<file path="src/rtl/pwm_event_cond.sv">
module pwm_event_cond #(
  parameter int SYNC_STAGES = 2,
  parameter int FILT_LEN    = 4
) (
  input  logic       clk,
  input  logic       rst_n,
  input  logic [3:0] pin_in,
  input  logic       src_sel_lo,
  input  logic       src_sel_hi,
  input  logic       edge_pol,
  input  logic       filt_en,
  input  logic       cap_en,
  input  logic [3:0] mode,
  output logic       fault_active,
  output logic       retrig_pulse,
  output logic       fixed_freq,
  output logic       capture_strobe
);
  localparam logic [3:0] MODE_RETRIG = 4'd8;
  localparam logic [3:0] MODE_FIXED  = 4'd9;

  logic [1:0]             src;
  logic                   raw_act;
  logic [SYNC_STAGES-1:0] sync_q;
  logic                   s;
  logic [FILT_LEN-1:0]    hist_q;
  logic                   filt_q;
  logic                   prev_q;
  logic                   act_edge;
  logic                   is_fault;
  logic                   is_retrig;

  assign src     = {src_sel_hi, src_sel_lo};
  assign raw_act = pin_in[src] ~^ edge_pol;
  assign s       = sync_q[SYNC_STAGES-1];

  always_ff @(posedge clk or negedge rst_n) begin
    if (!rst_n) begin
      sync_q <= '0;
      hist_q <= '0;
      filt_q <= 1'b0;
      prev_q <= 1'b0;
    end else begin
      sync_q <= {sync_q[SYNC_STAGES-2:0], raw_act};
      hist_q <= {hist_q[FILT_LEN-2:0], s};
      prev_q <= filt_q;
      if (!filt_en)         filt_q <= s;
      else if (&hist_q)     filt_q <= 1'b1;
      else if (~|hist_q)    filt_q <= 1'b0;
    end
  end

  assign act_edge  = filt_q & ~prev_q;
  assign is_fault  = (mode[3] == 1'b0) && (mode != 4'd0);
  assign is_retrig = (mode == MODE_RETRIG) || (mode == MODE_FIXED);

  assign fault_active   = is_fault & filt_q;
  assign retrig_pulse   = is_retrig & act_edge;
  assign fixed_freq     = (mode == MODE_FIXED);
  assign capture_strobe = cap_en & act_edge;

  a_r1_mode0_quiet: assert property (@(posedge clk) disable iff (!rst_n)
    (mode == 4'd0) |-> (!fault_active && !retrig_pulse));

  a_r2_undef_quiet: assert property (@(posedge clk) disable iff (!rst_n)
    (mode >= 4'd10) |-> (!fault_active && !retrig_pulse));

  a_r5_single_pulse: assert property (@(posedge clk) disable iff (!rst_n)
    retrig_pulse |=> !retrig_pulse);

  a_r7_single_strobe: assert property (@(posedge clk) disable iff (!rst_n)
    capture_strobe |=> !capture_strobe);

  a_r6_four_agree: assert property (@(posedge clk) disable iff (!rst_n)
    ($past(filt_en) && $rose(filt_q)) |->
      ($past(s, 2) && $past(s, 3) && $past(s, 4) && $past(s, 5)));
endmodule

</file>
<file path="config.mk">
export PLATFORM = sky130hd
export DESIGN_NAME = pwm_event_cond
export DESIGN_NICKNAME = d
export VERILOG_FILES = /design/src/rtl/pwm_event_cond.sv
export SDC_FILE = /design/constraint.sdc
export NUM_CORES = 1
export LEC_CHECK = 0
export ABC_AREA = 1
export BUFFER_PORTS_ARGS = -buffer_cell sky130_fd_sc_hd__buf_2
export CORE_AREA = 4 4 41 43
export DETAILED_ROUTE_END_ITERATION = 7
export DIE_AREA = 0 0 45 47
export SLEW_MARGIN = 20
export SYNTH_ARGS = -nofsm -noshare
export SYNTH_HDL_FRONTEND = slang
export SYNTH_SLANG_ARGS = --single-unit
export TNS_END_PERCENT = 30
</file>
<file path="constraint.sdc">
create_clock -name clk -period 0.8 [get_ports clk]
set_clock_uncertainty 0.05 [all_clocks]
set_input_delay 0.08 -clock clk [delete_from_list [all_inputs] [get_ports clk]]
set_output_delay 0.08 -clock clk [all_outputs]
set_load 0.03 [all_outputs]
</file>
==> results.md <==
- Placement Cell Area: 500.5 µm²
- Final std cells w/o fill: 81
- P per Cell Area: 1763 mW/mm²
- Row cnt: 13
- P&R area growth vs syn: 76.38%
- Port Buffers: 18
- Routed vias: 343
- Worst Path Required: 0.67 ns
- Gr usage total: 7.987%
- Post-synthesis sequential area ratio: 59.04%
- RSZ-0062 raised after global routing: true
- CTS max path bufs: 2
- Vias/cell: 4.235
- Layout cells sized above 1: 54.55%
- Design Area, Final: 598.1 µm²
- Worst Setup End Kind: primary output
- Ranking of synthesized cells by area: dfrtp_1 (59%), nand2_1 (13%), nor2_1 (7.7%)
- WL/cell: 8.901 µm
- Sequential Power Share: 46.5%
- Max cap viols: 0
- Reg2reg end: filt_q
- Min-delay src: edge_pol
- Worst Hold Depth: 4
- Post-DRT Antenna Nets: 0
- Core ar.: 0.001301 mm²
- Placed insts: 75
- Total Power: 1.055 mW
- Gp weighted congestion: 0.6251
- Worst R2R Path Depth: 5
- FF-to-FF setup slack: -0.17 ns
- Die W: 45 µm
- Status: finished, violations left
- Startpoint types: flop
- Die H: 47 µm
- Setup TNS: -1.284 ns
- Switching share of power: 27.86%
- Vias in the first global route: 285
- Synth warn: 0
- GRT overflow: 0
- Distinct cells, synth: 10
- WHS Endpoint: sync_q[0]
- Achievable Freq: 0.8616 GHz
- Synth Instances: 40
- Comb power frac: 24.7%
- Routed WL: 721 µm
- Crit Path Max Fanout: 3
- Minimum clock period: 1.161 ns
- Drt initial violations: 1
- Starting Density: 26.06%
- Fin. Hold Viols: 0
- Largest net degree at the start of global routing: 9
- Worst slew pin tran: 0.1794 ns
- First-pass GRT wire length: 1.104 mm
- Critical path type: flop to primary output
- CTS buffer count: 3
- Final setup fails: 5
- Static Leak: 0.3110 nW
- Initial antenna violation count: 0
- Critical path arrival: 1.03 ns
- Number of synthesized register bits: 8
- Pre-CTS setup slack: -0.1294 ns
- Ant. Diodes: 0
- DR pass1 iterations: 2
- Worst-skew pair later-pin latency: 0.25 ns
- CTS tree: built
- Peak VDD IR: 632.3 µV
- Pint: 0.7607 mW
- Clock power frac: 28.8%
- Net switching power: 0.2938 mW
- Crit Reg-Reg Startpoint: filt_q
- Clk root buf: clkbuf_4
- Clock transition at path regs: 0.05 ns
- Synthesized Nets: 55
- Final worst path period share: 145.1%
- Nets@finish: 83
- Drc violations: 0
- Failing checks: setup timing
- Slew margin rel.: 88.04%
- Die ar.: 0.002115 mm²
- Top-area cell type share of the netlist area: 59.04%
- Commonest non-fill, non-tap cell in the layout: buf_2
- HP Class: input port to flop
- Clock Sinks: 8
- Yosys top cell by area: dfrtp_1
- Worst Setup SP: filt_q
- Post-Synthesis Cell Area: 339.1 µm²
- Fin. max-slew vios: 0
- Num ports: 19
- Worst setup margin: -0.3607 ns
- Avg Inst Size Synth: 8.477 µm²
- H-tree levels: 1
- Commonest non-fill, non-tap cells in the layout: buf_2 (14), nand2_1 (10), dfrtp_1 (7)
==> routing by layer <==
| layer | global-route usage (%) | wire [µm] |
|---|---|---|
| met1 | 8.685 | 276 |
| met2 | 10.45 | 345 |
| met3 | 4.215 | 82 |
| met4 | 8.772 | 17 |
| met5 | 0 | 0 |
==> Yosys cell counts <==
library cell,count
nand3_2,1
dfrtp_1,8
inv_1,6
nand2_1,12
a21oi_1,1
nand3_1,2
nor2_1,7
nor3_1,1
a211oi_1,1
nor3b_1,1
==> registers in the layout, summed over array words and instances (netlist names) <==
register,flops
hist_q,4
sync_q,2
filt_q,1
prev_q,1
==> cell families (layout without fill, tap and decap cells) <==
kind of cell	count (synthesis)	after routing	synth area share, %
AND/OR/NAND/NOR	24	24	30.63
flip-flops	8	8	59.04
buffers and inverters	6	32	6.642
AO/OA/AOI/OAI	2	2	3.689
==> through the flow <==
stage | utilization, % | hold WS, ns
2_1_floorplan | - | -0.2656
5_1_grt | 45.96 | 0.04082
4_1_cts | 43.94 | 0.01228
3_3_place_gp | 38.46 | -0.1213
6_report | 45.96 | 0.02461
3_5_place_dp | 38.46 | -0.1202
==> worst max-delay path, cell delays in order, from the launching register on <==
cell	delay (ns)
dfrtp_1	0.35
inv_2	0.08
nor3b_4	0.20
buf_6	0.15
==> worst max-delay path by stage <==
stage                     slack, ns             end
after floorplan               -0.12  capture_strobe
after global placement        -0.12  capture_strobe
after detailed placement      -0.13  capture_strobe
after CTS                     -0.37  capture_strobe
after global routing          -0.45  capture_strobe
final                         -0.36  capture_strobe
==> power groups by stage <==
stage / clock, mW / sequential, mW / combinational [mW]
after global placement: 0 / 0.494 / 0.192
after floorplan: 0 / 0.491 / 0.115
after CTS: 0.325 / 0.491 / 0.236
after detailed placement: 0 / 0.497 / 0.196
after global routing: 0.343 / 0.499 / 0.284
final: 0.303 / 0.491 / 0.261
==> area by class of cell <==
| type | count | area (µm²) |
|---|---|---|
| Tap cell | 15 | 18.77 |
| Multi-Input combinational cell | 26 | 170.2 |
| Fill cell | 133 | 703.2 |
| Timing Repair Buffer | 23 | 162.7 |
| Inverter | 6 | 22.52 |
| Sequential cell | 8 | 201.4 |
| Clock buffer | 3 | 22.52 |
==> timing repair <==
item	4_1_cts	5_1_grt
pin swaps	2	0
endpoints found under the hold margin	8	0
setup endpoints to repair	5	5
gates resized for setup	11	5
buffers inserted	1	1
hold buffers	1	0
Note: power is estimated with default switching activity, not from simulation.
